$ cat src/rtl/pmp_chk_pkg.sv
package pmp_chk_pkg;
  localparam int CFG_W      = 8;
  localparam int CFG_LOCK   = 7;
  localparam int CFG_MODE_L = 3;
  localparam logic [1:0] PRIV_MACHINE = 2'b11;
  localparam logic [2:0] PERM_ALL     = 3'b111;

  typedef struct packed {
    logic       capture;
    logic       grant;
    logic [2:0] allowed;
  } pmpStrobe_t;
endpackage

$ cat src/rtl/pmp_chk_datapath.sv
module pmp_chk_datapath
  import pmp_chk_pkg::*;
#(
  parameter int NUM_ENTRIES = 4,
  parameter int ADDR_W      = 32,
  parameter int SIZE_W      = 8,
  parameter int XLEN        = 32
) (
  input  logic                          clk,
  input  logic                          rst_n,
  input  logic [ADDR_W-1:0]             reqAddr,
  input  logic [SIZE_W-1:0]             reqSize,
  input  logic [NUM_ENTRIES*ADDR_W-1:0] entryLo,
  input  logic [NUM_ENTRIES*ADDR_W-1:0] entryHi,
  input  pmpStrobe_t                    strobe,
  output logic [NUM_ENTRIES-1:0]        firstIn,
  output logic [NUM_ENTRIES-1:0]        lastIn,
  output logic                          respValid,
  output logic                          respGrant,
  output logic [2:0]                    respAllowed
);
  localparam logic [ADDR_W-1:0] DEFAULT_BYTES = ADDR_W'(XLEN / 8);

  logic [ADDR_W-1:0] effBytes;
  logic [ADDR_W-1:0] lastAddr;

  assign effBytes = (reqSize == '0) ? DEFAULT_BYTES : ADDR_W'(reqSize);
  assign lastAddr = reqAddr + effBytes - ADDR_W'(1);

  for (genvar i = 0; i < NUM_ENTRIES; i++) begin : g_cmp
    logic [ADDR_W-1:0] lo, hi;
    assign lo = entryLo[i*ADDR_W +: ADDR_W];
    assign hi = entryHi[i*ADDR_W +: ADDR_W];
    assign firstIn[i] = (reqAddr >= lo) && (reqAddr <= hi);
    assign lastIn[i]  = (lastAddr >= lo) && (lastAddr <= hi);
  end

  always_ff @(posedge clk or negedge rst_n) begin
    if (!rst_n) begin
      respValid   <= 1'b0;
      respGrant   <= 1'b0;
      respAllowed <= 3'b000;
    end else begin
      respValid <= strobe.capture;
      if (strobe.capture) begin
        respGrant   <= strobe.grant;
        respAllowed <= strobe.allowed;
      end
    end
  end
endmodule

$ cat config.mk
export PLATFORM = sky130hd
export DESIGN_NAME = pmp_chk_datapath
export DESIGN_NICKNAME = d
export VERILOG_FILES = /design/src/rtl/pmp_chk_pkg.sv /design/src/rtl/pmp_chk_datapath.sv
export SDC_FILE = /design/constraint.sdc
export NUM_CORES = 1
export LEC_CHECK = 0
export BUFFER_PORTS_ARGS = -buffer_cell sky130_fd_sc_hd__buf_2
export CAP_MARGIN = 5
export CORE_AREA = 2 2 161 163
export DETAILED_ROUTE_END_ITERATION = 16
export DIE_AREA = 0 0 163 165
export PLACE_DENSITY = 0.8
export SYNTH_ARGS = -nofsm -noshare
export SYNTH_HDL_FRONTEND = slang
export SYNTH_SLANG_ARGS = --single-unit
$ cat constraint.sdc
create_clock -name clk -period 5.8 [get_ports clk]
set_input_delay 0.29 -clock clk [delete_from_list [all_inputs] [get_ports clk]]
set_output_delay 0.29 -clock clk [all_outputs]
set_load 0.01 [all_outputs]
---- Yosys cells after proc, flatten, opt, wreduce, memory -nomap -nowiden ----
Index checks and enable logic that the tools add are counted.
cells by class
  magnitude comparators ................... 16
  muxes and demuxes ....................... 1
  reduce and logical (&&, ||, !) cells .... 9
  add/sub/neg operators ................... 2
operators with widths
  kind                   count
  $ge 32x32->1           8
  $le 32x32->1           8
  $add 32x8->32          1
  $sub 32x1->32 const B  1
  $logic_and 1x1->1      8
  $logic_not 8->1        1
  $mux 8                 1
word-level totals
  flip-flop bits (word level) ............. 5
  output and inout bits ................... 13
  logic and storage cells ................. 31

---- Longest topological paths before layout ----
Gate-level depths: netlist (run 1).
  depth in word-level cells ............... 6
  depth in mapped cells ................... 22
  mapped depth without buffers ............ 22

---- Least setup slack after synthesis (run 1) ----
No wires, ideal clock.
  kind .................................... input -> output
  start ................................... input port reqSize[6]
  end ..................................... output port lastIn[0]
  data required time ...................... 5.510 ns
  path buffers ............................ 0
  slack ................................... 0.860 ns
  stages .................................. 20
  arrival ................................. 4.650 ns
  cell sequence ........................... nor4_1 > a41oi_1 > ha_1 > fa_1 > and2b_1 > o21bai_1 > a311o_1 > o31a_1 > o211ai_2 > a21o_1 > a21o_1 > xor2_1 > ha_1 > a21o_1 > a21o_1 > a21oi_1 > nor2_1 > a211oi_1 > o31ai_1 > a22oi_1
on the way
  longest elaborated chain between the ends .. 6
RTL lines
  element                                              RTL line                source
  from (decl)                                          pmp_chk_datapath.sv:12  input logic [SIZE_W-1:0] reqSize,
  $logic_not 8->1                                      pmp_chk_datapath.sv:27  assign effBytes = (reqSize == '0) ? DEFAULT_BYTES : ADDR_W'(reqSize);
  $mux 8 *                                             pmp_chk_datapath.sv:27
  $add 32x8->32 *                                      pmp_chk_datapath.sv:28  assign lastAddr = reqAddr + effBytes - ADDR_W'(1);
  $sub 32x1->32 *                                      pmp_chk_datapath.sv:28
  $ge 32x32->1 / $le 32x32->1 (equally long branches)  pmp_chk_datapath.sv:35  assign lastIn[i] = (lastAddr >= lo) && (lastAddr <= hi);
  $logic_and 1x1->1 *                                  pmp_chk_datapath.sv:35
  to (decl)                                            pmp_chk_datapath.sv:17  output logic [NUM_ENTRIES-1:0] lastIn,
Mark *: on every way between the ends. The rest lies on a longest branch, timed or not.

---- Worst setup path in the final report (run 1) ----
  start ................................... input port reqSize[6]
  end ..................................... output port lastIn[2]
Same word-level chain as after synthesis.

==> reports/qor.yml, run 1 <==
status: "complete, no violations"
nNetsFinal: 2935
clk_pin_slew_worst_paths_ps: 30
root_buffer: "clkbuf_16"
portBuffers: 315
dieArea_um2: 26900
max_slew_margin_pct: 24.3
rsz0062_at_grt: "no"
setup_violations: 0
tightest_slew_ps: 1130
fp.dieW_um: 163
power_density_nw_per_um2: 148
synth_cell_types: 49
r2r_cells: 1
grt_max_degree: 11
timing.final.crit_period_ps: 5520
syn_area_um2: 13600
path_class: "in -> out"
r2r-end: "respGrant"
core-area_um2: 25000
hp-class: "in -> reg"
cts_inserted_buffers: 3
synthFlopType: "dfrtp_1"
p_leak_uw: 0.0103
crit_end: "lastIn[2]"
ioPinCount: 316
grtUsageTotal_pct: 34.1
drtIter0Drc: 966
drtAntennaViolNets: 0
syn_nets: 2584
use_met1_pct: 41.0
yosys.area.top_type: "ha_1"
vias: 14500
drive_gt1_share_pct: 17.6
synth_top_family_by_area: "adder cells"
synth_top_area_share_pct: 50.6
via_per_inst: 6.03
synth_fa_ha_area_share_pct: 50.8
end_kind: "output port"
num_rows: 58
nFillCells: 2248
instances_no_fill: 2410
ys_async_sr_fraction_pct: 100
fin_crit_sh_pct: 95.2
cap_violations: 0
final-max-slew-violation-count: 0
wirelength_um: 47200
grtUsageMet3_pct: 4.14
antenna_cells: 0
wl_per_cell_um: 19.6
die_h_um: 165
final_util_pct: 63.7
dp_cells: 2400
setup.worst_path.start: "reqSize[6]"
first_pass_iters: 5
required_ps: 5510
finalHoldViolations: 0
synthTopCellsByCount: "ha_1, inv_1, a21o_1"
vdd_ir_drop_max_mv: 0.168
clock.fmax_mhz: 181
r2r_start: "respGrant"
synthSimpleGateAreaFrac_pct: 10.6
grt_pass1_vias: 14300
synth_area_leaders: "ha_1, a21o_1, inv_1"
grt_use_met2_pct: 59.7
postSynthAreaPerCell_um2: 7.86
cts_num_sinks: 5
synth_warnings: 0
clk_path_buf_depth: 2
cp-start-kind: "input pin"
route.detailed.drc: 0
syn_inst: 1730
htreeDepth: 1
cp_max_fo: 4
grt_pass1_wl_um: 72300
crit_arrival_ps: 5230
grt_antenna_before_repair: 0
cts_tree: "yes"
synth_xor_area_share_pct: 1.93
start_util_pct: 54.3
gp_congestion: 0.977
yosysMostFrequentCell: "ha_1"
clk-insertion-delay-late_ps: 230
clock_skew_ps: 0
finalHoldWorstSlack_ps: 261
muxShareOfSynthArea_pct: 0.331
power_uw: 2360
area_growth_pct: 17.4
gr-total-overflow: 0
synth_seq_cells: 5
synth_compound_area_share_pct: 26.7
yosysSeqAreaShare_pct: 0.921
synth_edf_count: 0
ff2ff_setup_slack_ps: 5040
dp_hpwl_um: 41000
grt.busiest_layer: "met2"
==> layer usage <==
layer | part of all wire (%) | vias up
met3 | 7.7 | 149
met1 | 41 | 6655
li1 | - | 7093
met2 | 46 | 634
met5 | 0 | -
met4 | 5.4 | 0
==> worst min path at each step <==
stage	from	endpoint	slack, ps	cells past startpoint
after floorplan	rst_n	respAllowed[0]	-6	0
after global placement	rst_n	respGrant	100	1
after detailed placement	rst_n	respGrant	110	1
after CTS	strobe[4]	respValid	250	1
after global routing	strobe[4]	respValid	250	1
final	strobe[4]	respValid	260	1
==> stage by stage <==
step	setup TNS (ps)	worst slack, ps	area, um2
after CTS	0	204	15900
after detailed placement	-1.38	-1.38	15800
after global routing	0	12.1	16000
after global placement	0	54.4	15800
after floorplan	0	860	13600
final	0	279	16000
==> area by class of cell <==
type | count | area (um2) | area share [%]
multi-input combinational | 1408 | 12300 | 77.1
timing repair buffer | 350 | 1850 | 11.6
inverter | 313 | 1170 | 7.36
tap | 330 | 413 | 2.59
sequential | 5 | 125 | 0.784
clock buffer | 4 | 78.8 | 0.494
==> where the power goes <==
group          leakage, uW  switching, uW  total (uW)  internal [uW]
Sequential       0.0000584           1.36        39.6           38.3
Combinational       0.0102           1250        2210            958
Clock            0.0000382           21.5         112           91.0
Total               0.0103           1270        2360           1090
==> cells by family after synthesis <==
kind of cell	after synthesis
buffers and inverters	317
multiplexers	4
XOR/XNOR	30
adder cells (fa/ha/maj)	551
flip-flops	5
AND/OR/NAND/NOR	264
AO/OA/AOI/OAI	559
==> critical path, cell delays in order <==
cell      delay [ps]
buf_2            100
nor4_1           260
a41oi_1          160
ha_1             350
fa_1             460
and2b_1          230
o21bai_1          90
a311o_1          430
o31a_1           330
o211ai_2         220
buf_4            150
a21o_1           100
a21o_1           110
xor2_1           140
buf_4            170
ha_1             250
a21o_1           160
a21o_1           180
a21oi_1          150
nor2_1            60
a211oi_1         450
a22oi_1          210
buf_2            180
==> registers in the layout, summed over array words and instances (netlist names) <==
name,count
respGrant,1
respAllowed,3
respValid,1
==> cell usage in the layout, fill, tap and decap left out, types with 3 or more instances in the layout <==
master	n
nand4_1	124
and3_1	3
nor3_1	15
xor2_1	7
a22oi_1	7
o21ai_0	75
a21o_1	238
nor2_1	54
o211ai_1	12
nand2b_1	12
buf_2	315
o21bai_1	4
and4_1	4
a31oi_1	5
mux2_2	4
ha_1	550
buf_4	33
xnor2_1	20
xnor2_2	3
a2111o_1	3
nand3_1	9
a211oi_1	6
clkbuf_16	3
o21a_1	18
nor2b_1	12
nand2_1	25
inv_1	313
dfrtp_1	5
a21oi_1	167
==> timing repair <==
| item | in CTS | in global routing |
|---|---|---|
| hold buffers | 1 | 0 |
| pin swaps | 0 | 1 |
| hold endpoints to repair | 5 | 0 |
| setup buffers | 0 | 5 |
| setup endpoints to repair | 2 | 4 |
| resized for setup | 2 | 3 |
(Power assumes the default switching activity.)
==> run 2: changes to the inputs <==
--- a/config.mk
+++ b/config.mk
@@ -7,10 +7,10 @@
 export LEC_CHECK = 0
 export BUFFER_PORTS_ARGS = -buffer_cell sky130_fd_sc_hd__buf_2
 export CAP_MARGIN = 5
-export CORE_AREA = 2 2 161 163
+export CORE_AREA = 2 2 177 179
 export DETAILED_ROUTE_END_ITERATION = 16
-export DIE_AREA = 0 0 163 165
-export PLACE_DENSITY = 0.8
+export DIE_AREA = 0 0 179 181
+export PLACE_DENSITY = 0.79
 export SYNTH_ARGS = -nofsm -noshare
 export SYNTH_HDL_FRONTEND = slang
 export SYNTH_SLANG_ARGS = --single-unit
==> run 2 against run 1 <==
Effect of this change:
- register-to-register slack about the same
- cell count is 3.4% higher
- combinational power barely moved
- critical endpoint is now lastIn[3]
==> reports/qor.yml, run 2 (same netlist as run 1, synthesis figures left out) <==
root_buffer: "clkbuf_16"
die_h_um: 181  # +9.7%
required_ps: 5510  # about the same
cts_tree: "yes"
dp_slack_ps: -137  # -136 ps
clock_skew_ps: 0  # unchanged
cts_num_sinks: 5  # unchanged
gp_congestion: 0.935  # -4.3%
vias: 14600  # +0.31%
layout_commonest_cell: "ha_1"
met3_length_um: 4060  # +12%
grt_pass1_vias: 14600  # +1.8%
path_class: "in -> out"
wl_per_cell_um: 19.8  # +1.3%
instances_no_fill: 2491  # +3.4%
htreeDepth: 1  # unchanged
rsz0062_at_grt: "no"
timing.final.crit_period_ps: 5520  # +0.427 ps
clk_path_buf_depth: 2  # unchanged
final.setup.tns_ps: 0  # unchanged
design_area_um2: 16200  # +1.3%
start_util_pct: 44.8  # -9.5 points
layout_common_cells: "ha_1, buf_2, inv_1"
setup_violations: 0  # unchanged
drive_gt1_share_pct: 18.4  # +0.79 points
grt_pass1_wl_um: 75300  # +4.2%
fin_crit_sh_pct: 95.2  # about the same
cts_inserted_buffers: 3  # unchanged
grt_antenna_before_repair: 4  # +4
status: "complete, no violations"
gr-total-overflow: 0  # unchanged
tightest_slew_ps: 1190  # +64.9 ps
p_leak_uw: 0.0103  # +0.62%
power_density_nw_per_um2: 148  # -0.23%
ff2ff_setup_slack_ps: 5030  # about the same
setup_ws_ps: 279  # -0.427 ps
drt-met1-wl_um: 20800  # +7.1%
clk-insertion-delay-late_ps: 220  # about the same
max_slew_margin_pct: 19.9  # -4.4 points
drtIter0Drc: 827  # -14%
drtAntennaViolNets: 0  # unchanged
hp-class: "in -> reg"
wirelength_um: 49400  # +4.7%
top_register: "respAllowed"
top_regs: "respAllowed: 3 flops, respGrant: 1 flops, respValid: 1 flops"
core-area_um2: 30300  # +21%
cap_violations: 0  # unchanged
place_area_um2: 16000  # +1.1%
finalHoldViolations: 0  # unchanged
ioPinCount: 316  # unchanged
via_per_inst: 5.85  # -3.0%
dp_hpwl_um: 42600  # +4.0%
final-max-slew-violation-count: 0  # unchanged
fp.dieW_um: 179  # +9.8%
area_growth_pct: 18.9
portBuffers: 315  # unchanged
grt_max_degree: 11  # unchanged
cp-start-kind: "input pin"
largest_register_ffs: 3  # unchanged
nNetsFinal: 2949  # +0.48%
grtUsageTotal_pct: 29.6  # -4.5 points
dp_cells: 2479  # +3.3%
wl_met2_um: 22300  # +3.1%
finalHoldWorstSlack_ps: 265  # +4.47 ps
clk_pin_slew_worst_paths_ps: 30  # about the same
end_kind: "output port"
nFillCells: 2910  # +29%
num_rows: 64  # +10%
dr.max_layer_used: "met5"
cp_max_fo: 8  # +4
clock.fmax_mhz: 181  # about the same
dieArea_um2: 32400  # +20%
first_pass_iters: 5  # unchanged
crit_arrival_ps: 5230  # about the same
route.detailed.drc: 0  # unchanged
vdd_ir_drop_max_mv: 0.207  # +23%
-- run 2: layout make-up --
cell class,instances,area [um2],share of cell area [%]
Clock buffer,4,78.8,0.488
Sequential cell,5,125,0.774
Inverter,313,1170,7.27
Tap cell,396,495,3.07
Timing Repair Buffer,364,1950,12.1
Antenna cell,1,2.50,0.0155
Multi-Input combinational cell,1408,12300,76.3
-- run 2: metrics by stage --
stage                     utilization [%]  total power (uW)
after global placement               52.6              2080
after global routing                 53.2              2650
after floorplan                         -              1420
after detailed placement             52.6              2180
after CTS                            52.9              2320
final                                53.3              2390
-- run 2: worst max-delay path, stage by stage --
cell,delay [ps]
buf_2,120
nor4_2,280
a41oi_2,170
ha_1,380
inv_1,70
ha_1,280
nand3_1,110
a2111o_1,390
nand2_1,160
o31a_1,220
o211ai_1,190
nand2b_1,110
a21oi_1,80
xnor2_1,930
ha_1,300
a21o_1,110
a21o_1,100
a21oi_1,80
o21ai_0,280
a21oi_1,70
a22oi_1,310
buf_2,200
-- run 2: final timing paths --
kind,start,end,depth (start not counted)
max in group asynchronous,rst_n,respAllowed[0],2
setup / recovery,reqSize[6],lastIn[3],22
min in group asynchronous,rst_n,respAllowed[1],2
hold / removal,strobe[4],respValid,1
setup reg to reg,respAllowed[1],respAllowed[1],1
hold reg to reg,respGrant,respGrant,1
-- run 2: power by group --
| group | switching, uW | leakage (uW) | internal (uW) |
|---|---|---|---|
| clock | 20.4 | 0.0000382 | 90.9 |
| sequential | 1.75 | 0.0000584 | 38.3 |
| combinational | 1250 | 0.0102 | 981 |
| total | 1280 | 0.0103 | 1110 |
-- run 2: what timing repair did --
item	in CTS	in global routing
endpoints found under the hold margin	5	0
setup buffers	0	6
setup endpoints to repair	2	4
pin swaps	0	9
gates cloned	0	0
gates resized for setup	1	10
hold buffers	1	0
-- run 2: routing by layer --
metal  GRT usage [%]  up-vias
met5               0        -
met4            12.7        4
met3            4.02      152
met2            49.5      661
met1            37.7     6623
li1                -     7136
